$ cat src/rtl/apbm_pkg.sv
package apbm_pkg;
  typedef enum logic [1:0] {
    PH_IDLE   = 2'd0,
    PH_SETUP  = 2'd1,
    PH_ACCESS = 2'd2
  } phase_e;
endpackage

$ cat src/rtl/apbm_phase_fsm.sv
module apbm_phase_fsm
  import apbm_pkg::*;
(
  input  logic clk,
  input  logic rst_n,
  input  logic req_valid,
  input  logic bus_rdy,
  output logic req_ready,
  output logic accept,
  output logic complete,
  output logic bus_sel,
  output logic bus_en
);
  phase_e phase_q, phase_d;

  always_comb begin
    complete  = (phase_q == PH_ACCESS) && bus_rdy;
    req_ready = (phase_q == PH_IDLE) || complete;
    accept    = req_valid && req_ready;
    bus_sel   = (phase_q == PH_SETUP) || (phase_q == PH_ACCESS);
    bus_en    = (phase_q == PH_ACCESS);
  end

  always_comb begin
    phase_d = phase_q;
    unique case (phase_q)
      PH_IDLE:   if (accept) phase_d = PH_SETUP;
      PH_SETUP:  phase_d = PH_ACCESS;
      PH_ACCESS: if (complete) phase_d = accept ? PH_SETUP : PH_IDLE;
      default:   phase_d = PH_IDLE;
    endcase
  end

  always_ff @(posedge clk or negedge rst_n) begin
    if (!rst_n) phase_q <= PH_IDLE;
    else        phase_q <= phase_d;
  end

  // setup is a single cycle and always leads to access
  a_r3_setup_one_cycle: assert property (@(posedge clk) disable iff (!rst_n)
    (bus_sel && !bus_en) |=> (bus_sel && bus_en));

  // a wait cycle keeps the access phase
  a_r5_wait_stays_access: assert property (@(posedge clk) disable iff (!rst_n)
    (bus_en && !bus_rdy) |=> (bus_sel && bus_en));

  // completion without a new command returns to idle
  a_r6_idle_return: assert property (@(posedge clk) disable iff (!rst_n)
    (bus_en && bus_rdy && !req_valid) |=> (!bus_sel && !bus_en));

  // completion with a new command chains into setup with select held
  a_r7_chain_setup: assert property (@(posedge clk) disable iff (!rst_n)
    (bus_en && bus_rdy && req_valid) |=> (bus_sel && !bus_en));

  // enable never appears without select
  a_r3_en_implies_sel: assert property (@(posedge clk) disable iff (!rst_n)
    bus_en |-> bus_sel);
endmodule

$ cat src/rtl/apbm_cmd_hold.sv
module apbm_cmd_hold #(
  parameter int ADDR_W = 12,
  parameter int DATA_W = 32
) (
  input  logic              clk,
  input  logic              rst_n,
  input  logic              load,
  input  logic [ADDR_W-1:0] in_addr,
  input  logic              in_wr,
  input  logic [DATA_W-1:0] in_wdata,
  output logic [ADDR_W-1:0] out_addr,
  output logic              out_wr,
  output logic [DATA_W-1:0] out_wdata
);
  always_ff @(posedge clk or negedge rst_n) begin
    if (!rst_n) begin
      out_addr  <= '0;
      out_wr    <= 1'b0;
      out_wdata <= '0;
    end else if (load) begin
      out_addr  <= in_addr;
      out_wr    <= in_wr;
      out_wdata <= in_wdata;
    end
  end

  // bus command fields change only on acceptance
  a_r4_fields_stable: assert property (@(posedge clk) disable iff (!rst_n)
    !load |=> ($stable(out_addr) && $stable(out_wr) && $stable(out_wdata)));
endmodule

$ cat src/rtl/apbm_resp_cap.sv
module apbm_resp_cap #(
  parameter int DATA_W = 32
) (
  input  logic              clk,
  input  logic              rst_n,
  input  logic              complete,
  input  logic [DATA_W-1:0] bus_rdata,
  input  logic              bus_err,
  output logic              done,
  output logic [DATA_W-1:0] rdata,
  output logic              err
);
  always_ff @(posedge clk or negedge rst_n) begin
    if (!rst_n) begin
      done  <= 1'b0;
      rdata <= '0;
      err   <= 1'b0;
    end else begin
      done <= complete;
      if (complete) begin
        rdata <= bus_rdata;
        err   <= bus_err;
      end
    end
  end

  // a transfer takes at least two cycles, so done never repeats back to back
  a_r8_done_single: assert property (@(posedge clk) disable iff (!rst_n)
    done |=> !done);

  // wait-cycle values never reach the response
  a_r9_resp_hold: assert property (@(posedge clk) disable iff (!rst_n)
    !complete |=> ($stable(rdata) && $stable(err)));
endmodule

$ cat src/rtl/apbm_seq.sv
module apbm_seq #(
  parameter int ADDR_W = 12,
  parameter int DATA_W = 32
) (
  input  logic              clk,
  input  logic              rst_n,
  input  logic              cmd_valid,
  output logic              cmd_ready,
  input  logic [ADDR_W-1:0] cmd_addr,
  input  logic              cmd_wr,
  input  logic [DATA_W-1:0] cmd_wdata,
  output logic              rsp_done,
  output logic [DATA_W-1:0] rsp_rdata,
  output logic              rsp_err,
  output logic              apb_sel,
  output logic              apb_en,
  output logic [ADDR_W-1:0] apb_addr,
  output logic              apb_wr,
  output logic [DATA_W-1:0] apb_wdata,
  input  logic              apb_rdy,
  input  logic [DATA_W-1:0] apb_rdata,
  input  logic              apb_err
);
  logic take;
  logic finish;

  apbm_phase_fsm u_fsm (
    .clk       (clk),
    .rst_n     (rst_n),
    .req_valid (cmd_valid),
    .bus_rdy   (apb_rdy),
    .req_ready (cmd_ready),
    .accept    (take),
    .complete  (finish),
    .bus_sel   (apb_sel),
    .bus_en    (apb_en)
  );

  apbm_cmd_hold #(.ADDR_W(ADDR_W), .DATA_W(DATA_W)) u_cmd (
    .clk       (clk),
    .rst_n     (rst_n),
    .load      (take),
    .in_addr   (cmd_addr),
    .in_wr     (cmd_wr),
    .in_wdata  (cmd_wdata),
    .out_addr  (apb_addr),
    .out_wr    (apb_wr),
    .out_wdata (apb_wdata)
  );

  apbm_resp_cap #(.DATA_W(DATA_W)) u_rsp (
    .clk       (clk),
    .rst_n     (rst_n),
    .complete  (finish),
    .bus_rdata (apb_rdata),
    .bus_err   (apb_err),
    .done      (rsp_done),
    .rdata     (rsp_rdata),
    .err       (rsp_err)
  );

  // ready only in idle or in a completing access cycle
  a_r2_ready_gate: assert property (@(posedge clk) disable iff (!rst_n)
    cmd_ready |-> (!apb_sel || (apb_en && apb_rdy)));

  // done follows exactly the completing access cycles
  a_r8_done_after_complete: assert property (@(posedge clk) disable iff (!rst_n)
    (apb_en && apb_rdy) |=> rsp_done);
  a_r8_no_spurious_done: assert property (@(posedge clk) disable iff (!rst_n)
    !(apb_en && apb_rdy) |=> !rsp_done);
endmodule

$ cat config.mk
export PLATFORM = sky130hd
export DESIGN_NAME = apbm_seq
export DESIGN_NICKNAME = d
export VERILOG_FILES = /design/src/rtl/apbm_pkg.sv /design/src/rtl/apbm_phase_fsm.sv /design/src/rtl/apbm_cmd_hold.sv /design/src/rtl/apbm_resp_cap.sv /design/src/rtl/apbm_seq.sv
export SDC_FILE = /design/constraint.sdc
export NUM_CORES = 1
export LEC_CHECK = 0
export ABC_AREA = 1
export BUFFER_PORTS_ARGS = -buffer_cell sky130_fd_sc_hd__clkbuf_2
export CORE_MARGIN = 5
export CORE_UTILIZATION = 40
export CTS_CLUSTER_DIAMETER = 30
export DETAILED_ROUTE_END_ITERATION = 10
export GPL_TIMING_DRIVEN = 0
export HOLD_SLACK_MARGIN = 0.06
export MAX_ROUTING_LAYER = met4
export PLACE_DENSITY = 0.74
export SLEW_MARGIN = 20
export SYNTH_ARGS = -nofsm -noshare
export SYNTH_HDL_FRONTEND = slang
export SYNTH_SLANG_ARGS = --single-unit
$ cat constraint.sdc
create_clock -name clk -period 1.7 [get_ports clk]
set_clock_uncertainty 0.2 [all_clocks]
set_input_delay 0.085 -clock clk [delete_from_list [all_inputs] [get_ports clk]]
set_output_delay 0.085 -clock clk [all_outputs]
set_load 0.005 [all_outputs]
### Yosys cells after proc, flatten, opt, wreduce, memory -nomap -nowiden

Index checks and enable logic that the tools add are counted.

* muxes and demuxes: 4
* reductions and logical operators: 6
* equal/unequal tests: 4

Operator list (number)
* 2-bit one-hot mux with 3 select lines: 1
* 2-bit 2-to-1 mux: 2
* 2-bit by 1-bit != test with 1-bit output, second input constant: 2
* 2-bit by 1-bit equality test with 1-bit output, second input constant: 1
* 2-bit equality test, second input constant: 1
* 1-bit logical AND: 2
* 2-bit logical NOT: 1
* 1-bit logical OR: 2
* 2-bit AND reduction: 1
* 1-bit 2-to-1 mux: 1

* output and inout bits: 82
* logic and storage cells: 21
* input bits: 82
* register bits: 81

### Depth between registers and ports, before layout

Gate-level depths: netlist of run 1.

* word-level depth: 7
* depth in mapped cells: 8
* depth with buffers taken out: 7

### Hierarchy

A second synthesis of run 1 with hierarchy kept.

* cells, all modules: 357
* area total of the unflattened synthesis: 3279.4 um2

Modules (own cells, without submodules)
* apbm_cmd_hold: cells an instance 190, area each 1762.9 um2, times used 1
* apbm_resp_cap: cells an instance 141, area each 1330.0 um2, times used 1
* apbm_phase_fsm: cells an instance 26, area each 186.4 um2, times used 1

### Worst setup path after synthesis of run 1

Ideal clock, no wire load.

* kind: reg2reg
* from: register u_fsm.phase_q[0]
* to: register u_cmd.out_addr[10]
* cell stages (with the launch flop): 9
* setup time: 0.116 ns
* data arrival time: 1.261 ns
* data required time: 1.384 ns
* path slack: 0.122 ns
* path through: dfrtp_1 inv_1 ha_1 nand2_2 nand2_4 buf_6 buf_8 nand3_2 nand2_1

* longest elaborated chain between the ends: 4
* elaborated cells between the ends (all ways): 5
* classes of those cells: eq/ne (1); reduce/logical (4)

Ends and longest elaborated chain
* from (decl): line apbm_phase_fsm.sv:14 `phase_e phase_q, phase_d;`
* from (signal assigned): line apbm_phase_fsm.sv:36 `else phase_q <= phase_d;`
* 2-bit equality test
* net apb_en: line apbm_seq.sv:16 `output logic apb_en,`
* 1-bit logical AND: line apbm_phase_fsm.sv:17 `complete = (phase_q == PH_ACCESS) && bus_rdy;`
* 1-bit logical OR: line apbm_phase_fsm.sv:18 `req_ready = (phase_q == PH_IDLE) || complete;`
* net cmd_ready: line apbm_seq.sv:8 `output logic cmd_ready,`
* 1-bit logical AND: line apbm_phase_fsm.sv:19 `accept = req_valid && req_ready;`
* to (signal assigned): line apbm_cmd_hold.sv:21 `out_addr <= in_addr;`
* to (decl): line apbm_cmd_hold.sv:11 `output logic [ADDR_W-1:0] out_addr,`

The timed path passes the listed nets, and every way through them passes these cells.
A chain may end at the register's enable or synchronous reset.

### Worst setup path after layout of run 1

* from: register u_fsm.phase_q[0]
* to: register u_cmd.out_wdata[24]

* longest elaborated chain between the ends: 4
* elaborated cells between the ends (all ways): 5
* classes of those cells: eq/ne (1); reduce/logical (4)

Ends and longest elaborated chain
* 2-bit equality test: line apbm_phase_fsm.sv:17
* 1-bit logical AND: line apbm_phase_fsm.sv:17
* 1-bit logical OR (*): line apbm_phase_fsm.sv:18
* 1-bit logical AND (*): line apbm_phase_fsm.sv:19
* to (signal assigned): line apbm_cmd_hold.sv:23 `out_wdata <= in_wdata;`
* to (decl): line apbm_cmd_hold.sv:13 `output logic [DATA_W-1:0] out_wdata`

Mark *: on every way between the ends. The rest lies on a longest branch, timed or not.

==> results.toml, run 1 <==
[sta]
rsz0062_at_grt = "yes"
relSlewSlack_pct = 60.3
setup_tns_ps = 0
fmax_mhz = 594
drv_slew = 0
hold_viol_final = 0
fin_crit_sh_pct = 99.0
fin_ws_ps = 17.8
setup_viol = 0
worst_slew_pin_slew_ps = 595
period_needed_ps = 1680

[die]
die_area_um2 = 10300
die_h_um = 101
ios = 164
coreArea_um2 = 8180
die_width_um = 101
initial_core_util_pct = 40.8
row_count = 33

[routing]
route.detailed.drc = 0
ant_nets = 0
first_pass_iters = 6
wl_per_cell_um = 15.4
vias_per_cell = 4.73
route.vias.total = 3478
drt_iter0_markers = 100
wl_um = 11300

[worst_setup_path]
critPathMaxStageDelay_ps = 400
r2r_slack_ps = 20
path_max_fanout = 7
reg2regPathDepth = 9
arrival_ps = 1760
crit_path_start_kind = "flip-flop"
crit_chain = "inv_2 -> ha_4 -> nand2_8 -> nand2_8 -> buf_12 -> buf_8 -> buf_12 -> nand3_2 -> nand2_1"
cp_slowest_cell = "dfrtp_1"
rr_endpoint = "u_cmd.out_wdata[24]"
crit_path_end_kind = "flip-flop"
timing.rr.start = "u_fsm.phase_q[0]"
criticalPathCategory = "flip-flop to flip-flop"
crit_required_ps = 1780

[finish]
area_delta_synth_final_pct = 64.7
fin_nets = 711
fin_util_pct = 67.3
layout-drive-gt1-share_pct = 37.5
instances_no_fill = 735
num_antenna_cells = 0

[synthesis]
ys.flop_type = "dfrtp_1"
yosysTopAreaCellShare_pct = 60.7
synthTopCellsByArea = "dfrtp_1 (61%), nand2_1 (22%), nand3_2 (5.7%)"
postSynthCellCount = 358
ys_ff_latch = 81
synth.distinct_cells = 15
synth_area_leader_cell = "dfrtp_1"
synth.most_common_cell = "nand2_1"
avgSynthCellArea_um2 = 9.33
ys_seq_area_share_pct = 60.7
synth_nets = 444
synth_edf_count = 0
ys_top_cells_by_count = "nand2_1 (196), dfrtp_1 (81), nand3_1 (27)"
async_flop_share_pct = 100
syn-cell-area_um2 = 3340
yosysWarnings = 0

[power]
p_per_area_nw_per_um2 = 1540
ir_drop_mv = 0.803
leakagePower_nw = 3.08

[placed_design]
numPortBuffers = 163
pre_cts_ws_ps = -80.2
detailed_place_hpwl_um = 6650
placedCellCount = 627
gp_congestion = 0.819

[grt]
grt.busiest_layer = "met2"
antenna_found_initial = 0
grt_use_met2_pct = 39.2
gr-total-overflow = 0
grt_pass1_wl_um = 17900
grt_pass1_vias = 3775
grt_usage_pct = 22.9
met1_usage_pct = 25.5
use_met3_pct = 5.58
grt_max_degree = 43

[clock_network]
cts-buffers-inserted = 9
clockBufferDepth = 2
cts_tree = "done"
clock_sinks = 81
cts_root_buffer = "clkbuf_8"
htree_num_levels = 3
clk_latency_ps = 340
clkTransAtPathRegs_ps = 80

[job]
max-cap-violations = 0

[run_status]
status = "complete, no violations"

[worst_hold_path]
hp-class = "primary input to asynchronous set/reset pin"
worst max path at each step:
stage / start / endpoint / slack, ps / cells after the start
after floorplan: u_fsm.phase_q[0] / u_cmd.out_addr[10] / 120 / 8
final: u_fsm.phase_q[0] / u_cmd.out_wdata[24] / 20 / 9
after CTS: u_fsm.phase_q[0] / cmd_ready / 0.6 / 6
after global placement: rst_n / u_cmd.out_wdata[20] / -440 / 1
after global routing: u_fsm.phase_q[0] / cmd_ready / -50 / 6
after detailed placement: u_fsm.phase_q[0] / u_cmd.out_wdata[7] / -80 / 8
critical path: cells and delay by family (launching register included):
family                   cells  cell delay, ps
adder cells (fa/ha/maj)      1             180
buffers and inverters        4             490
flip-flops                   1             400
AND/OR/NAND/NOR              4             360
stage by stage:
stage / instance area (um2) / power, W / hold WS (ps)
after global routing: 5500 / 0.00910 / 158
after CTS: 5370 / 0.00809 / 114
after floorplan: 3340 / 0.00491 / -411
after global placement: 4290 / 0.00632 / 81.3
after detailed placement: 4310 / 0.00646 / -50.7
final: 5500 / 0.00848 / 113
timing repair:
item                       CTS  global route
gates resized for setup     10            10
hold endpoints to repair   162             0
hold buffers                81             0
pin swaps                    0             2
setup buffers                6             4
setup endpoints to repair   54            37
gates cloned                 0             2
layout by cell type, fill, tap and decap left out, drive strengths merged:
master       synthesis  layout
clkinv               0       1
clkbuf               2     178
clkinvlp             0       3
o21ai                1       1
nand2              199     199
ha                   4       4
nand3               46      46
buf                 18      29
dfrtp               81      81
dlygate4sd3          0      81
inv                  7       7
cell type report:
class	count	area, um2
fillers	604	2680
flip-flops and latches	81	2030
repair buffers	257	1790
multi-input cells	250	1190
clock buffers	12	155
plain buffers	19	150
well taps	105	131
inverters	7	28.8
clock inverters	4	27.5
power breakdown:
group | switching [W] | internal [W] | leakage, nW
combinational | 0.00196 | 0.00186 | 1.99
sequential | 0.000555 | 0.00282 | 1.01
clock | 0.000684 | 0.000609 | 0.0846
flip-flops by register name, indices dropped and copies added (netlist names):
signal / cells
u_cmd.out_wdata: 32
u_rsp.err: 1
u_rsp.rdata: 32
u_cmd.out_wr: 1
u_cmd.out_addr: 12
u_fsm.phase_q: 2
u_rsp.done: 1
cell families after synthesis:
family | share of synthesized area (%)
and+or+nand+nor | 32.6
AOI/OAI and AO/OA | 0.150
DFF | 60.7
adders and majority gates | 1.50
buffers and inverters | 5.02
metal layers:
layer,share of wire (%),routed length [um]
met5,0,0
met4,2.7,309
met3,8.5,956
met2,50,5670
met1,39,4370
Power figures use the tool's default switching activity.
==> run 2, diff against run 1 <==
- CORE_UTILIZATION: 40 -> 25
- PLACE_DENSITY: 0.74 -> default
==> run 2 against run 1 <==
Net effect:
- critical path type is now flip-flop to output pin
- count of clock-buffer cells in the layout grew 2
- final cell count grew 9.7%
- critical endpoint is now cmd_ready
- largest cell class unchanged
- the flow now finishes with violations (negative setup slack)
- sequential power is essentially flat
==> results.toml, run 2 (synthesis results as in run 1) <==
[run_status]
status = "finished, violations left"
violations = "negative setup slack"

[worst_setup_path]
criticalPathCategory = "flip-flop to output pin"
crit_required_ps = 1410
r2r_slack_ps = 70
reg2regPathDepth = 9
arrival_ps = 1430
cp-endpoint = "cmd_ready"
rr_endpoint = "u_cmd.out_wdata[0]"
crit_path_end_kind = "output pin"
path_max_fanout = 2
crit_path_start_kind = "flip-flop"
cp-startpoint = "u_fsm.phase_q[0]"
timing.rr.start = "u_fsm.phase_q[0]"

[finish]
layout_common_cells = "nand2_1 (196), clkbuf_2 (163), dlygate4sd3_1 (81)"
fin_nets = 711
num_antenna_cells = 0
layout-drive-gt1-share_pct = 37.8
reg_top3 = "u_cmd.out_wdata: 32 flops, u_rsp.rdata: 32 flops, u_cmd.out_addr: 12 flops"
layout_commonest_cell = "nand2_1"
fillers = 1254
area_delta_synth_final_pct = 71.3
design_area_um2 = 5720
instances_no_fill = 806

[routing]
wl_um = 10700
route.vias.total = 3344
wl_per_cell_um = 13.2
route.detailed.drc = 0
ant_nets = 0
vias_per_cell = 4.15
first_pass_iters = 4
drt_iter0_markers = 146

[power]
leakagePower_nw = 3.15
ir_drop_mv = 0.578
p_per_area_nw_per_um2 = 1580

[grt]
gr-total-overflow = 0
antenna_found_initial = 0
grt_max_degree = 48
grt_usage_pct = 14.5
grt_pass1_wl_um = 18100
grt_pass1_vias = 3711

[die]
ios = 164
initial_core_util_pct = 25.3
row_count = 42
die_area_um2 = 15800
coreArea_um2 = 13200
die_width_um = 126
die_h_um = 126

[clock_network]
clockBufferDepth = 2
clkTransAtPathRegs_ps = 60
cts_tree = "done"
clk_latency_ps = 330
clock_sinks = 81
cts-buffers-inserted = 9
htree_num_levels = 3
cts_root_buffer = "clkbuf_16"

[worst_hold_path]
hp-class = "primary input to asynchronous set/reset pin"

[sta]
setup_tns_ps = -11.1
fin_hold_ws_ps = 88.0
setup_viol = 1
rsz0062_at_grt = "yes"
fin_ws_ps = -11.1
period_needed_ps = 1710
worst_slew_pin_slew_ps = 525
fin_crit_sh_pct = 101
hold_viol_final = 0
drv_slew = 0
relSlewSlack_pct = 65.0
fmax_mhz = 584

[placed_design]
dpl_cell_area_um2 = 4410
numPortBuffers = 163
placedCellCount = 698
gp_congestion = 0.785
pre_cts_ws_ps = -95.5
detailed_place_hpwl_um = 7020

[job]
max-cap-violations = 0
==> run 2: cell types whose count changed in the layout (fill, tap and decap cells not counted), sizes merged <==
cell / delta
buf: +2
clkinvlp: -3
bufinv: +1
==> run 2: worst min path at each step <==
stage	startpoint	endpoint	slack (ps)
2_1_floorplan	rst_n	u_cmd.out_addr[0]	-410
3_3_place_gp	apb_rdata[6]	u_rsp.rdata[6]	80
3_5_place_dp	rst_n	u_cmd.out_addr[6]	-70
4_1_cts	rst_n	u_cmd.out_addr[6]	90
5_1_grt	rst_n	u_cmd.out_addr[6]	140
6_report	rst_n	u_cmd.out_addr[6]	90
==> run 2: timing repair <==
action	4_1_cts	5_1_grt
hold buffers	81	0
gates cloned	0	0
setup endpoints to repair	61	65
hold endpoints to repair	161	0
buffers inserted	8	3
gates resized for setup	16	20
pin swaps	3	3
==> run 2: routing by layer <==
| metal | global-route usage (%) | wire length, um | up-vias |
|---|---|---|---|
| li1 | - | - | 1651 |
| met1 | 16.5 | 4350 | 1556 |
| met2 | 24.3 | 5440 | 115 |
| met3 | 3.67 | 602 | 22 |
| met4 | 6.12 | 283 | 0 |
| met5 | - | 0 | - |
==> run 2: layout make-up <==
type	instances	area, um2	share of cell area [%]
Buffer	20	194	3.39
Clock buffer	14	274	4.79
Clock inverter	2	35.0	0.612
Inverter	7	28.8	0.503
Multi-Input combinational cell	250	1190	20.8
Sequential cell	81	2030	35.4
Tap cell	176	220	3.85
Timing Repair Buffer	256	1750	30.6
==> run 2: worst max-delay path, stage by stage, from the launching register on <==
cell     delay (ps)
dfrtp_1         380
inv_2            80
ha_4            180
nand2_8          60
nand2_4          50
buf_12          120
buf_12          110
buf_6           100
==> run 2: stage by stage <==
step	utilization (%)	power (W)
after floorplan	-	0.00491
after global routing	43.4	0.00972
after global placement	33.2	0.00637
after CTS	42.8	0.00898
final	43.4	0.00903
after detailed placement	33.4	0.00650
==> run 2: power breakdown <==
group | internal [W] | switching [W]
sequential | 0.00283 | 0.000517
clock | 0.00126 | 0.000743
combinational | 0.00181 | 0.00187
total | 0.00590 | 0.00313
